## src/rtl/periph_firewall.sv

```systemverilog
module periph_firewall #(
  parameter int AW = 16,
  parameter int DW = 32,
  parameter int NPERIPH = 4,
  parameter int ERR_LAT = 4,
  parameter int NWIN = 2,
  parameter logic [NWIN*AW-1:0] WIN_BASE = {16'hA000, 16'h8000},
  parameter logic [NWIN*AW-1:0] WIN_MASK = {16'hF000, 16'hF800},
  parameter int MEM_PG_LO = 8,
  parameter int MEM_PG_HI = 11,
  parameter int CTRL_PG = 15
) (
  input  logic             clk,
  input  logic             rst_n,
  input  logic             m_valid,
  output logic             m_ready,
  input  logic [AW-1:0]    m_addr,
  input  logic             m_write,
  input  logic [DW-1:0]    m_wdata,
  output logic             m_rsp_valid,
  output logic             m_rsp_err,
  output logic [DW-1:0]    m_rsp_rdata,
  input  logic             h_valid,
  output logic             h_ready,
  input  logic [AW-1:0]    h_addr,
  input  logic             h_write,
  input  logic [DW-1:0]    h_wdata,
  input  logic             h_dma,
  output logic             h_rsp_valid,
  output logic             h_rsp_err,
  output logic [DW-1:0]    h_rsp_rdata,
  output logic             s_valid,
  input  logic             s_ready,
  output logic [AW-1:0]    s_addr,
  output logic             s_write,
  output logic [DW-1:0]    s_wdata,
  output logic [NPERIPH:0] s_sel,
  output logic [1:0]       s_mid,
  input  logic             s_rsp_valid,
  input  logic [DW-1:0]    s_rdata
);

  localparam int PGW = 4;
  localparam int SW  = NPERIPH + 1;
  localparam int CW  = (ERR_LAT > 2) ? $clog2(ERR_LAT) : 1;

  typedef enum logic [1:0] {P_IDLE, P_BUS, P_ERR} port_st_t;
  typedef enum logic [1:0] {B_IDLE, B_REQ, B_WAIT} bus_st_t;

  logic [NPERIPH-1:0] lock;

  logic          pv   [2];
  logic [AW-1:0] pa   [2];
  logic          pw   [2];
  logic [DW-1:0] pd   [2];
  logic [1:0]    pmid [2];

  assign pv[0] = m_valid;  assign pv[1] = h_valid;
  assign pa[0] = m_addr;   assign pa[1] = h_addr;
  assign pw[0] = m_write;  assign pw[1] = h_write;
  assign pd[0] = m_wdata;  assign pd[1] = h_wdata;
  assign pmid[0] = 2'd0;
  assign pmid[1] = h_dma ? 2'd2 : 2'd1;

  logic          dec_reg [2];
  logic          dec_err [2];
  logic [SW-1:0] dec_sel [2];

  for (genvar p = 0; p < 2; p++) begin : g_port
    logic [PGW-1:0]     page;
    logic [NPERIPH-1:0] ph;
    logic [NWIN-1:0]    wh;
    logic               is_ctrl, is_mem;

    assign page    = pa[p][AW-1 -: PGW];
    assign is_ctrl = (page == PGW'(CTRL_PG));
    assign is_mem  = (page >= PGW'(MEM_PG_LO)) && (page <= PGW'(MEM_PG_HI));

    for (genvar i = 0; i < NPERIPH; i++) begin : g_ph
      assign ph[i] = (page == PGW'(i));
    end
    for (genvar w = 0; w < NWIN; w++) begin : g_win
      assign wh[w] = (pa[p] & WIN_MASK[w*AW +: AW]) == WIN_BASE[w*AW +: AW];
    end

    if (p == 0) begin : g_mon
      assign dec_reg[p] = is_ctrl;
      assign dec_err[p] = !is_ctrl && !is_mem && (ph == '0);
    end else begin : g_main
      assign dec_reg[p] = 1'b0;
      assign dec_err[p] = is_ctrl || (!is_mem && (ph == '0)) ||
                          (|wh) || (|(ph & lock));
    end
    assign dec_sel[p] = {is_mem, ph};
  end

  port_st_t      st    [2];
  logic [CW-1:0] cnt   [2];
  logic [AW-1:0] ra    [2];
  logic          rw    [2];
  logic [DW-1:0] rd    [2];
  logic [SW-1:0] rsel  [2];
  logic [1:0]    rmid  [2];
  logic          rsp_v [2];
  logic          rsp_e [2];
  logic [DW-1:0] rsp_d [2];

  bus_st_t bus_st;
  logic    bus_own;
  logic    acc [2];

  assign acc[0] = pv[0] && (st[0] == P_IDLE);
  assign acc[1] = pv[1] && (st[1] == P_IDLE);

  wire grant_m = (bus_st == B_IDLE) && (st[0] == P_BUS);
  wire grant_h = (bus_st == B_IDLE) && (st[1] == P_BUS) && !grant_m;
  wire bus_done = (bus_st == B_WAIT) && s_rsp_valid;

  always_ff @(posedge clk) begin
    if (!rst_n) begin
      bus_st  <= B_IDLE;
      bus_own <= 1'b0;
    end else begin
      case (bus_st)
        B_IDLE: begin
          if (grant_m) begin
            bus_own <= 1'b0;
            bus_st  <= B_REQ;
          end else if (grant_h) begin
            bus_own <= 1'b1;
            bus_st  <= B_REQ;
          end
        end
        B_REQ:   if (s_ready) bus_st <= B_WAIT;
        B_WAIT:  if (s_rsp_valid) bus_st <= B_IDLE;
        default: bus_st <= B_IDLE;
      endcase
    end
  end

  always_ff @(posedge clk) begin
    for (int p = 0; p < 2; p++) begin
      if (!rst_n) begin
        st[p]    <= P_IDLE;
        cnt[p]   <= '0;
        ra[p]    <= '0;
        rw[p]    <= 1'b0;
        rd[p]    <= '0;
        rsel[p]  <= '0;
        rmid[p]  <= '0;
        rsp_v[p] <= 1'b0;
        rsp_e[p] <= 1'b0;
        rsp_d[p] <= '0;
      end else begin
        rsp_v[p] <= 1'b0;
        case (st[p])
          P_IDLE: begin
            if (acc[p]) begin
              ra[p]   <= pa[p];
              rw[p]   <= pw[p];
              rd[p]   <= pd[p];
              rsel[p] <= dec_sel[p];
              rmid[p] <= pmid[p];
              if (dec_reg[p]) begin
                rsp_v[p] <= 1'b1;
                rsp_e[p] <= 1'b0;
                rsp_d[p] <= pw[p] ? '0 : DW'(lock);
              end else if (dec_err[p]) begin
                st[p]  <= P_ERR;
                cnt[p] <= CW'(ERR_LAT - 2);
              end else begin
                st[p] <= P_BUS;
              end
            end
          end
          P_BUS: begin
            if (bus_done && (bus_own == (p == 1))) begin
              rsp_v[p] <= 1'b1;
              rsp_e[p] <= 1'b0;
              rsp_d[p] <= s_rdata;
              st[p]    <= P_IDLE;
            end
          end
          P_ERR: begin
            if (cnt[p] == '0) begin
              rsp_v[p] <= 1'b1;
              rsp_e[p] <= 1'b1;
              rsp_d[p] <= '0;
              st[p]    <= P_IDLE;
            end else begin
              cnt[p] <= cnt[p] - 1'b1;
            end
          end
          default: st[p] <= P_IDLE;
        endcase
      end
    end
  end

  always_ff @(posedge clk) begin
    if (!rst_n) begin
      lock <= '0;
    end else if (acc[0] && dec_reg[0] && pw[0]) begin
      case (pa[0][3:2])
        2'd0:    lock <= lock | pd[0][NPERIPH-1:0];
        2'd1:    lock <= lock & ~pd[0][NPERIPH-1:0];
        default: lock <= lock;
      endcase
    end
  end

  assign m_ready     = (st[0] == P_IDLE);
  assign h_ready     = (st[1] == P_IDLE);
  assign m_rsp_valid = rsp_v[0];
  assign m_rsp_err   = rsp_e[0];
  assign m_rsp_rdata = rsp_d[0];
  assign h_rsp_valid = rsp_v[1];
  assign h_rsp_err   = rsp_e[1];
  assign h_rsp_rdata = rsp_d[1];

  assign s_valid = (bus_st == B_REQ);
  assign s_addr  = ra[bus_own];
  assign s_write = rw[bus_own];
  assign s_wdata = rd[bus_own];
  assign s_sel   = (bus_st == B_REQ) ? rsel[bus_own] : '0;
  assign s_mid   = rmid[bus_own];

endmodule

```

## config.mk

```make
export PLATFORM = sky130hd
export DESIGN_NAME = periph_firewall
export DESIGN_NICKNAME = d
export VERILOG_FILES = /design/src/rtl/periph_firewall.sv
export SDC_FILE = /design/constraint.sdc
export NUM_CORES = 1
export LEC_CHECK = 0
export BUFFER_PORTS_ARGS = -buffer_cell sky130_fd_sc_hd__clkbuf_2
export CORE_ASPECT_RATIO = 2
export CORE_MARGIN = 4
export CORE_UTILIZATION = 35
export DETAILED_ROUTE_END_ITERATION = 7
export SYNTH_ARGS = -nofsm -noshare
export SYNTH_HDL_FRONTEND = slang
export SYNTH_SLANG_ARGS = --single-unit
```

## constraint.sdc

```tcl
create_clock -name clk -period 5.04 [get_ports clk]
set_clock_uncertainty 0.2 [all_clocks]
set_input_delay 0.756 -clock clk [delete_from_list [all_inputs] [get_ports clk]]
set_output_delay 0.756 -clock clk [all_outputs]
set_load 0.01 [all_outputs]
```

After elaboration in Yosys (flattened, before gate mapping)
Memories as Yosys holds them, arrays and structs flattened. A register that Yosys moved wholly into a read port is not among the register bits.
Index checks and enable logic that the tools add are counted.
{ "totals": {"reg_bits": 7, "ram_bits": 188, "out_inout_bits": 127, "word_cells": 255, "n_memories": 10} }
{ "mem_list": {"columns": ["memory", "words", "word_bits", "read_ports", "rd_clocked_by_memory_dff", "wr", "line", "text"], "rows": [
  ["rd", 2, 32, 1, 1, 2, "101", "logic [DW-1:0] rd [2];"],
  ["rsp_d", 2, 32, 2, 0, 2, "106", "logic [DW-1:0] rsp_d [2];"],
  ["ra", 2, 16, 1, 1, 2, "99", "logic [AW-1:0] ra [2];"],
  ["rsel", 2, 5, 1, 1, 2, "102", "logic [SW-1:0] rsel [2];"],
  ["cnt", 2, 2, 2, 0, 2, "98", "logic [CW-1:0] cnt [2];"],
  ["rmid", 2, 2, 1, 1, 2, "103", "logic [1:0] rmid [2];"],
  ["4 more memories", null, null, null, null, null, null, null]
]} }
{ "classes": {"add_sub_neg": 2, "magnitude_cmp": 4, "n_eq_ne": 20, "n_mux": 129, "n_bitwise": 46, "reduce_logical": 41} }
{ "ops": {"columns": ["cell", "n"], "rows": [
  ["$mux 32", 7],
  ["$mux 1", 93],
  ["$mux 2", 21],
  ["$or 1x1->1", 41],
  ["$mux 16", 2],
  ["$eq 4x2->1 const B", 4],
  ["$logic_not 4->1", 4],
  ["$logic_and 1x1->1", 15],
  ["$mux 5", 3],
  ["$eq 4x4->1 const B", 3],
  ["$logic_not 2->1", 6],
  ["$and 4x4->4", 2],
  ["$eq 2x1->1 const B", 4],
  ["$eq 4x1->1 const B", 2],
  ["$ge 4x4->1 const B", 2],
  ["$le 4x4->1 const B", 2],
  ["$pmux 4 s2", 1],
  ["$eq 2x2->1 const B", 3],
  ["$pmux 2 s3", 1],
  ["$reduce_or 3->1", 2],
  ["$eq 5x5->1 const B", 1],
  ["$logic_not 1->1", 4],
  ["$mux 4", 1],
  ["$not 4->4", 1],
  ["other kinds (12)", 17]
]} }

Logic depth before layout (Yosys ltp)
Gate-level depths: netlist (run 1).
{ "depth": {"ltp_word": 17, "ltp_mapped": 5, "depth_no_buf": 5} }

Least setup slack after synthesis (run 1)
No wires, ideal clock.
{ "synth_path": {"path_kind": "input to register", "startpoint": "input rst_n", "endpoint": "memory ra[1][0] (enable)", "setup_time_ps": 628, "arrival_time_ps": 2168, "required_ps": 4212, "setup_slack_ps": 2043, "stages": 3, "path_buffers": 2, "path_cell_list": "buf_2 > buf_1 > nand2_1"} }
{ "synth_rtl": {"columns": ["element", "line", "text"], "rows": [
  ["start, declared", "14", "input logic rst_n,"],
  ["end, declared", "99", null]
]} }

==> results by group, run 1 <==
Hold path
  • Hold EP: rsp_e[1]
  • HP Class: flip-flop to flip-flop
  • Hold path depth: 2
  • HP Start: rsp_e[1]

Timing
  • Final setup violation count: 0
  • Slew of the pin with the lowest slew margin: around 1.0 ns
  • RSZ-0062 raised after global routing: false
  • Setup TNS: 0 ns
  • Final Hold Fails: 0
  • Fin worst setup slack: about 1.7 ns
  • Fmax: 301 MHz
  • Fin crit share: between 60% and 70%
  • Max-slew violations: 0
  • Minimum clock period: between 3 and 4 ns
  • Worst slew margin: 30.4%

Clock network
  • Post-CTS Setup Inserts: 0
  • H-tree depth: 4
  • CTS root buf: clkbuf_16
  • Num Clock Sinks: 194
  • CTS Hold Bufs: 0
  • Clk buf depth: 2
  • CTS-repair resized insts: 0
  • Worst skew pair latency: between 0.4 and 0.5 ns
  • CTS tree: done
  • Clock transition at path regs: 0.07 ns
  • CTS Buf Count: 17

Logic synthesis
  • Register area share after synthesis: 70.1%
  • Mean area per synthesized cell: 14.7 um2
  • Largest cells by area after synthesis: edfxtp_1 (67%), and2_1 (12%), mux2_2 (6.8%)
  • Cell count after synthesis: 554
  • Yosys cell types: 44
  • Synth Register Bits: 194
  • Synth warn: 0
  • Synth top area share: around two thirds
  • Synth area leader: edfxtp_1
  • Net count after synthesis: approximately 690
  • Synthesized area: 0.00814 mm2

Finish
  • NumNets Final: around 960
  • Area delta synth->final: 27.0%
  • Fraction of layout cells with a size suffix above 1: a little over two fifths
  • Fillers: around 2,100
  • Ant diodes: 0

Floorplan
  • Die Height: roughly 220 um
  • Core box area: between 0.02 and 0.025 mm2
  • Site Rows: 78
  • Die width: between 100 and 150 um
  • Die area: 0.0259 mm2
  • Initial Util: 35.6%
  • IO Pins: 264

Global routing
  • GRT Total Usage: about 16%
  • Global route overflow: 0
  • First-pass GRT wire length: approximately 31,000 um
  • Vias in the first global route: 5,635
  • Initial antenna violation count: 0
  • Largest net degree at the start of global routing: 51

Pwr
  • Power per cell area: 363 mW/mm2
  • Max IR drop VDD: between 0.2 and 0.3 mV
  • Lkg Pwr: ~4.5 nW

Routing
  • Final wirelength: 20,300 um
  • DR vias: 5,214
  • Wire per inst: between 15 and 20 um
  • Post-DRT Antenna Nets: 0
  • Initial DRC Count: 237
  • # DRC: 0
  • Routed vias/inst: 4.68
  • DRT Pass-1 Iters: 6

Run status
  • Outcome: completed

Critical path
  • Worst R2R End: rd[0][10]
  • CP startpoint kind: flip-flop
  • R2R depth: 3
  • Setup slack, reg-to-reg: ~2.6 ns
  • CP arrival: 2.36 ns
  • Max Fanout on Critical Path: 41
  • Setup crit end kind: output pin
  • CP required: 4.08 ns
  • Critical R2R Launch: st[0][0]
  • Crit Path Class: flip-flop to output pin

Job
  • Max_cap viols: 0

Placed design
  • Worst slack at placement: 2.01 ns
  • DP Wirelength: 15,100 um
  • GP Congestion: about 0.73
  • PortBufs: between 200 and 300
==> flip-flops by register name, indices dropped and copies added, names as in the netlist, named ones only <==
| signal | cells |
|---|---|
| rw | 2 |
| ra | 32 |
| rsp_v | 2 |
| rd | 64 |
| rsp_d | 64 |
| rmid | 2 |
| rsp_e | 2 |
| rsel | 10 |
| bus_st | 2 |
| bus_own | 1 |
| st | 4 |
| cnt | 4 |
==> cell type report <==
cell class                      count  area (um2)  area share [%]
Sequential cell                   194        5710            55.2
Multi-Input combinational cell    328        2300            22.3
Timing Repair Buffer              271        1380            13.3
Clock buffer                       18         429            4.15
Tap cell                          280         350            3.39
Clock inverter                     14         139            1.34
Inverter                            8        30.0           0.291
==> per-stage QoR <==
stage / util (%) / total power, mW / hold slack, ns / std cells / cell area [um2]
detailed placement: 42.8 / 2.49 / 0.255 / 1081 / 9770
CTS: 45.2 / 3.80 / 0.265 / 1113 / 10300
finish: 45.2 / 3.75 / 0.266 / 1113 / 10300
global placement: 42.8 / 2.48 / 0.255 / 1081 / 9770
floorplan: - / 2.24 / 0.246 / 554 / 8140
global route: 45.2 / 3.91 / 0.286 / 1113 / 10300
==> synthesized netlist by cell type <==
| master | count |
|---|---|
| inv_1 | 8 |
| nand2_1 | 19 |
| a22o_1 | 1 |
| mux2i_1 | 9 |
| or3b_2 | 2 |
| ha_1 | 2 |
| or3b_1 | 1 |
| a22oi_1 | 1 |
| and3_1 | 1 |
| nor3b_4 | 1 |
| o22ai_1 | 1 |
| nor3_1 | 2 |
| a2111oi_0 | 1 |
| dfxtp_1 | 12 |
| o211ai_1 | 2 |
| mux2_2 | 49 |
| o21bai_1 | 1 |
| nor2_4 | 1 |
| nand2b_1 | 5 |
| nand3_1 | 10 |
| clkbuf_2 | 5 |
| buf_2 | 7 |
| clkbuf_1 | 11 |
| or3_4 | 1 |
| nor3b_2 | 1 |
| or4_1 | 1 |
| nor3b_1 | 6 |
| and2_1 | 160 |
| and4bb_2 | 1 |
| edfxtp_1 | 182 |
| a21oi_1 | 6 |
| nand3b_1 | 1 |
| and4b_1 | 1 |
| nor2b_1 | 6 |
| nand4_1 | 1 |
| nor4_1 | 1 |
| and3_2 | 1 |
| buf_1 | 1 |
| nor2_1 | 22 |
| o31ai_1 | 2 |
| nor2_2 | 1 |
| a22o_2 | 3 |
| or3_1 | 2 |
| o21ai_0 | 2 |
==> how the worst max path moves through the flow <==
stage                   start  cells after the start  slack [ns]     endpoint
finish              flip-flop                      3        1.72    s_addr[0]
global route        flip-flop                      3        1.54    s_addr[1]
CTS                 flip-flop                      3        1.59  s_wdata[29]
detailed placement      rst_n                      5        2.01  rsp_d[0][0]
global placement        rst_n                      5        2.05  rsp_d[0][3]
floorplan               rst_n                      3        2.04     ra[1][0]
==> cells by family (layout without fill, tap and decap cells) <==
logic type,Yosys count,in the layout,share of synthesized area (%)
adders and majority gates,2,2,0.307
muxes,58,58,7.89
DFF,194,194,70.1
and+or+nand+nor,248,248,18.3
buffers and inverters,32,311,1.66
AOI/OAI and AO/OA,20,20,1.71
==> report_power, final <==
part           switching, mW  internal (mW)  total, mW  leakage, nW
logic                  0.260          0.204      0.464         2.16
registers             0.0613           1.91       1.98         2.03
clock network          0.653          0.660       1.31        0.277
==> metal layers <==
metal	GRT usage [%]	up-vias	wire length (um)
met2	29.4	207	11200
li1	-	2502	-
met3	4.76	24	1430
met1	16.5	2481	7120
met4	6.44	0	577
met5	0	-	0
==> cell usage in the layout (no fill, tap or decap), types with 2 or more instances in the layout <==
cell	synthesis	final
nand2b_1	5	5
nor2b_1	6	6
o31ai_1	2	2
nor3_1	2	2
clkbuf_2	5	263
inv_1	8	8
nand3_1	10	10
inv_8	0	4
clkbuf_16	0	17
nor3b_1	6	6
a22o_2	3	3
a21oi_1	6	6
mux2i_1	9	9
o21ai_0	2	2
nand2_2	0	2
or3b_2	2	2
o211ai_1	2	2
clkinv_4	0	3
mux2_2	49	49
inv_6	0	5
edfxtp_1	182	182
nor2_1	22	22
buf_4	0	8
ha_1	2	2
dfxtp_1	12	11
or3_1	2	2
nand2_1	19	17
and2_1	160	160
==> worst max-delay path, stage by stage, from the launching register on <==
cell and delay [ns]:
dfxtp_2 1.01, buf_4 0.41, mux2_2 0.37, clkbuf_2 0.13
Note: power is estimated with default switching activity, not from simulation.
==> run 2, diff against run 1 <==
clock period = 3.2 ns   (was 5.04 ns; I/O delays follow)
==> run 2 against run 1 <==
Net effect:
- global-route usage shrank 0.13 points
- wire length grew 1.4%
- sequential power grew 56%
- utilization grew 0.21 points
- critical path depth is the same
- critical endpoint is now s_addr[14]
- largest cell class unchanged
==> results by group, run 2 (same netlist as run 1, synthesis figures left out) <==
Timing
  • Final setup violation count: 0
  • Worst slew margin: 58.9%
  • Fin crit share: 78.1%
  • Final Hold Fails: 0
  • Max-slew violations: 0
  • RSZ-0062 raised after global routing: false
  • Fin worst setup slack: ~0.7 ns
  • Minimum clock period: roughly 2.5 ns
  • Slew of the pin with the lowest slew margin: 0.614 ns
  • Fmax: 400 MHz
  • Setup TNS: 0 ns

Finish
  • Fraction of layout cells with a size suffix above 1: 44.4%
  • Top flop regs: rd: 64 flops, rsp_d: 64 flops, ra: 32 flops
  • Non-filler cells, final: 1,120
  • Commonest non-fill, non-tap cell in the layout: clkbuf_2
  • Fillers: 2,182
  • Ant diodes: 0
  • Commonest non-fill, non-tap cells in the layout: clkbuf_2 (263), edfxtp_1 (182), and2_1 (160), mux2_2 (49), nor2_1 (22)
  • NumNets Final: around 970
  • Area delta synth->final: 27.6%

Routing
  • Initial DRC Count: slightly above 300
  • Post-DRT Antenna Nets: 0
  • DR vias: 5,212
  • Final wirelength: 20,600 um
  • # DRC: 0
  • Wire per inst: 18.4 um
  • DRT Pass-1 Iters: 4
  • Routed vias/inst: between 4 and 5

Placed design
  • DP Wirelength: ~16,000 um
  • PortBufs: 263
  • Worst slack at placement: 0.870 ns
  • Dpl cells: around 1,100
  • GP Congestion: 0.787

Clock network
  • H-tree depth: 4
  • CTS tree: done
  • Num Clock Sinks: 194
  • Worst skew pair latency: 0.43 ns
  • CTS root buf: clkbuf_16
  • Post-CTS Setup Inserts: 0
  • Clock transition at path regs: 0.07 ns
  • Clk buf depth: 2
  • CTS Buf Count: 17
  • CTS-repair resized insts: 0
  • CTS Hold Bufs: 0

Pwr
  • Power per cell area: between 500 and 600 mW/mm2
  • Internal: between 4 and 5 mW
  • Switch Pwr: between 1.5 and 2 mW
  • Sequential Power Share: 52.6%
  • Comb power frac: between 10% and 20%
  • Lkg Pwr: 4.48 nW
  • Max IR drop VDD: 0.351 mV
  • Sw Share: approximately 26%
  • Clk pwr share: between 30% and 40%

Global routing
  • Initial antenna violation count: 0
  • GRT Total Usage: between 10% and 20%
  • First-pass GRT wire length: 30,600 um
  • Largest net degree at the start of global routing: 50
  • Vias in the first global route: between 5,000 and 6,000
  • Global route overflow: 0

Floorplan
  • Die width: 116 um
  • Initial Util: 35.6%
  • Core box area: about 0.023 mm2
  • Die area: 0.0259 mm2
  • Site Rows: about 80
  • IO Pins: 264
  • Die Height: 224 um

Critical path
  • Max Fanout on Critical Path: 36
  • CP startpoint kind: flip-flop
  • Setup crit end kind: output pin
  • Critical R2R Launch: st[0][0]
  • Crit Path Class: flip-flop to output pin
  • CP required: 2.52 ns
  • CP arrival: 1.82 ns

Run status
  • Outcome: completed

Hold path
  • HP Class: primary input to flip-flop
  • HP Start: h_write

Job
  • Max_cap viols: 0
run 2: final cells by class:
| class | instances | area, um2 | share of cell area (%) |
|---|---|---|---|
| Sequential cell | 194 | 5710 | 55.0 |
| Timing Repair Buffer | 278 | 1440 | 13.9 |
| Tap cell | 280 | 350 | 3.37 |
| Clock inverter | 15 | 126 | 1.22 |
| Inverter | 8 | 30.0 | 0.289 |
| Multi-Input combinational cell | 328 | 2300 | 22.2 |
| Clock buffer | 17 | 425 | 4.10 |
run 2: power groups by stage:
stage / Clock (mW) / Sequential [mW] / Combinational (mW)
floorplan: 0 / 3.15 / 0.381
global placement: 0 / 3.14 / 0.792
detailed placement: 0 / 3.14 / 0.795
CTS: 2.06 / 3.09 / 0.800
global route: 2.17 / 3.10 / 0.847
finish: 2.00 / 3.08 / 0.778
run 2: worst max-delay path, stage by stage (launching register included):
cell	delay [ns]
dfxtp_2	0.34
buf_4	0.43
mux2_2	0.43
clkbuf_2	0.14
run 2: per-stage QoR:
stage               total power, mW  hold slack, ns  util [%]  area (um2)
detailed placement             3.94           0.259      43.0        9830
CTS                            5.95          0.0146      45.5       10400
floorplan                      3.54           0.246         -        8140
global route                   6.12          0.0329      45.5       10400
finish                         5.86          0.0476      45.5       10400
global placement               3.93           0.248      43.0        9830
run 2: path summary, 6_finish.rpt:
check	slack (ns)	endpoint	depth (start not counted)
worst max-delay path	0.70	s_addr[14]	3
worst min-delay path	0.05	rw[1]	3
worst max register to register	0.91	ra[0][7]	3
worst min register to register	0.26	rsp_e[1]	2
run 2: layer usage:
| layer | GRT usage [%] | share of wire, % | vias to the layer above |
|---|---|---|---|
| met3 | 4.27 | 7.4 | 29 |
| met2 | 30.3 | 57 | 193 |
| li1 | - | - | 2508 |
| met4 | 7.12 | 2.8 | 0 |
| met5 | 0 | 0 | - |
| met1 | 15.3 | 33 | 2482 |
==> run 3, diff against run 2 <==
clock period = 2.13 ns   (was 3.2 ns; I/O delays follow)
==> run 3 against run 2 <==
Net effect:
- combinational power is 86% higher
- sequential power is 50% higher
- register-to-register slack worse by 0.84 ns
- flip-flop and latch count stayed put
- clock power is 57% higher
- cell count is 12% higher
- critical path depth stayed put
- non-clock buffer count is 133 higher
- worst setup slack worse by 0.66 ns
- largest power group unchanged
==> results by group, run 3 (same netlist as run 1, synthesis figures left out) <==
Run status
  • Outcome: completed

Placed design
  • PortBufs: 263
  • Dpl cells: 1,094
  • DP Wirelength: 15,300 um
  • GP Congestion: 0.766

Global routing
  • Global route overflow: 0
  • Largest net degree at the start of global routing: 56
  • First-pass GRT wire length: 32,900 um
  • Initial antenna violation count: 0
  • GRT Total Usage: 16.9%
  • Vias in the first global route: between 6,000 and 7,000

Finish
  • Commonest non-fill, non-tap cells in the layout: clkbuf_2 (263), edfxtp_1 (182), and2_1 (160), dlygate4sd3_1 (124), mux2_2 (49)
  • NumNets Final: approximately 1,100
  • Fraction of layout cells with a size suffix above 1: between 30% and 40%
  • Top flop regs: rd: 64 flops, rsp_d: 64 flops, ra: 32 flops
  • Area delta synth->final: 45.3%
  • Non-filler cells, final: 1,254
  • Final Core Density: 51.8%
  • Commonest non-fill, non-tap cell in the layout: clkbuf_2

Clock network
  • CTS tree: done
  • Clock transition at path regs: 0.07 ns
  • Num Clock Sinks: a little under 200
  • CTS root buf: clkbuf_16
  • Clk buf depth: 2
  • Worst skew pair latency: 0.43 ns
  • H-tree depth: 4
  • CTS Buf Count: 17

Timing
  • Max-slew violations: 0
  • Fmax: about 480 MHz
  • Fin crit share: 97.8%
  • Slew of the pin with the lowest slew margin: 0.498 ns
  • Final Hold Fails: 0
  • Minimum clock period: 2.08 ns
  • RSZ-0062 raised after global routing: true
  • Worst slew margin: 66.8%
  • Final setup violation count: 0

Floorplan
  • Initial Util: 35.6%
  • Die width: 116 um
  • Die area: between 0.02 and 0.03 mm2
  • Core box area: 0.0228 mm2
  • IO Pins: 264
  • Die Height: between 200 and 250 um
  • Site Rows: approximately 80

Hold path
  • HP Start: s_rsp_valid
  • Hold EP: bus_st[1]
  • HP Class: primary input to flip-flop
  • Hold path depth: 4

Pwr
  • Pwr Total: 9.22 mW
  • Max IR drop VDD: 0.494 mV
  • Lkg Pwr: 5.09 nW
  • Power per cell area: between 700 and 800 mW/mm2

Critical path
  • Crit Path Class: flip-flop to output pin
  • CP arrival: 1.56 ns
  • R2R depth: 4
  • CP startpoint kind: flip-flop
  • Max Fanout on Critical Path: 11
  • CP required: 1.61 ns
  • Setup crit end kind: output pin
  • Setup slack, reg-to-reg: 0.07 ns
  • Worst R2R End: rsp_d[0][30]
  • Critical R2R Launch: cnt[0][0]

Routing
  • DRT Pass-1 Iters: 4
  • Final wirelength: roughly 22,000 um
  • Wire per inst: 17.9 um
  • DR vias: 5,827
  • # DRC: 0
  • Routed vias/inst: approximately 4.6
  • Initial DRC Count: 263
  • Post-DRT Antenna Nets: 0

Job
  • Max_cap viols: 0
[run 3: through the flow]
step | hold WS, ns | TNS, ns | setup slack, ns | area, um2
after floorplan | 0.218 | -4.54 | -0.0840 | 8150
after global placement | 0.256 | 0 | 0.0596 | 9950
after detailed placement | 0.252 | 0 | 0.0368 | 9950
after CTS | 0.000572 | -0.319 | -0.0300 | 11800
after global routing | 0.0391 | -0.119 | -0.0148 | 11800
final | 0.0193 | 0 | 0.0464 | 11800
[run 3: worst max-delay path by stage]
stage                     depth (start not counted)         from           end  slack [ns]
after global routing                              3    flip-flop   s_wdata[21]       -0.01
after global placement                            4  s_rsp_valid  rsp_d[0][24]        0.06
after CTS                                         3    flip-flop     s_addr[9]       -0.03
after floorplan                                   2     st[0][0]      ra[0][0]       -0.08
final                                             3    flip-flop   s_wdata[21]        0.05
after detailed placement                          4  s_rsp_valid  rsp_d[0][30]        0.04
[run 3: per-layer routing]
metal	track usage [%]	up-vias	wire, um
met5	0	-	0
met4	9.78	0	1050
met3	4.16	60	1210
met2	30.8	223	12200
met1	16.9	2758	7910
li1	-	2786	-
[run 3: layout make-up]
| cell class | instances | area (um2) |
|---|---|---|
| Fill cell | 1975 | 11000 |
| Sequential cell | 194 | 5710 |
| Timing Repair Buffer | 411 | 2860 |
| Multi-Input combinational cell | 328 | 2310 |
| Clock buffer | 20 | 437 |
| Tap cell | 280 | 350 |
| Clock inverter | 12 | 131 |
| Inverter | 8 | 30.0 |
| Antenna cell | 1 | 2.50 |
[run 3: worst max-delay path, cell delays in order, from the launching register on]
cell and delay [ns]:
dfxtp_4 0.42, buf_6 0.21, mux2_2 0.36, clkbuf_2 0.13
[run 3: power breakdown]
part	leakage [nW]	switching [mW]	internal [mW]
sequential	2.03	0.101	4.53
clock	0.269	1.41	1.73
combinational	2.80	0.739	0.709
total	5.09	2.25	6.97
[run 3: repair_timing]
item                                    4_1_cts  5_1_grt
hold buffers                                124        0
endpoints found under the setup margin       28       37
endpoints found under the hold margin       163        0
gates resized for setup                       0        2
buffers inserted                              0        0
cloned                                        0        3
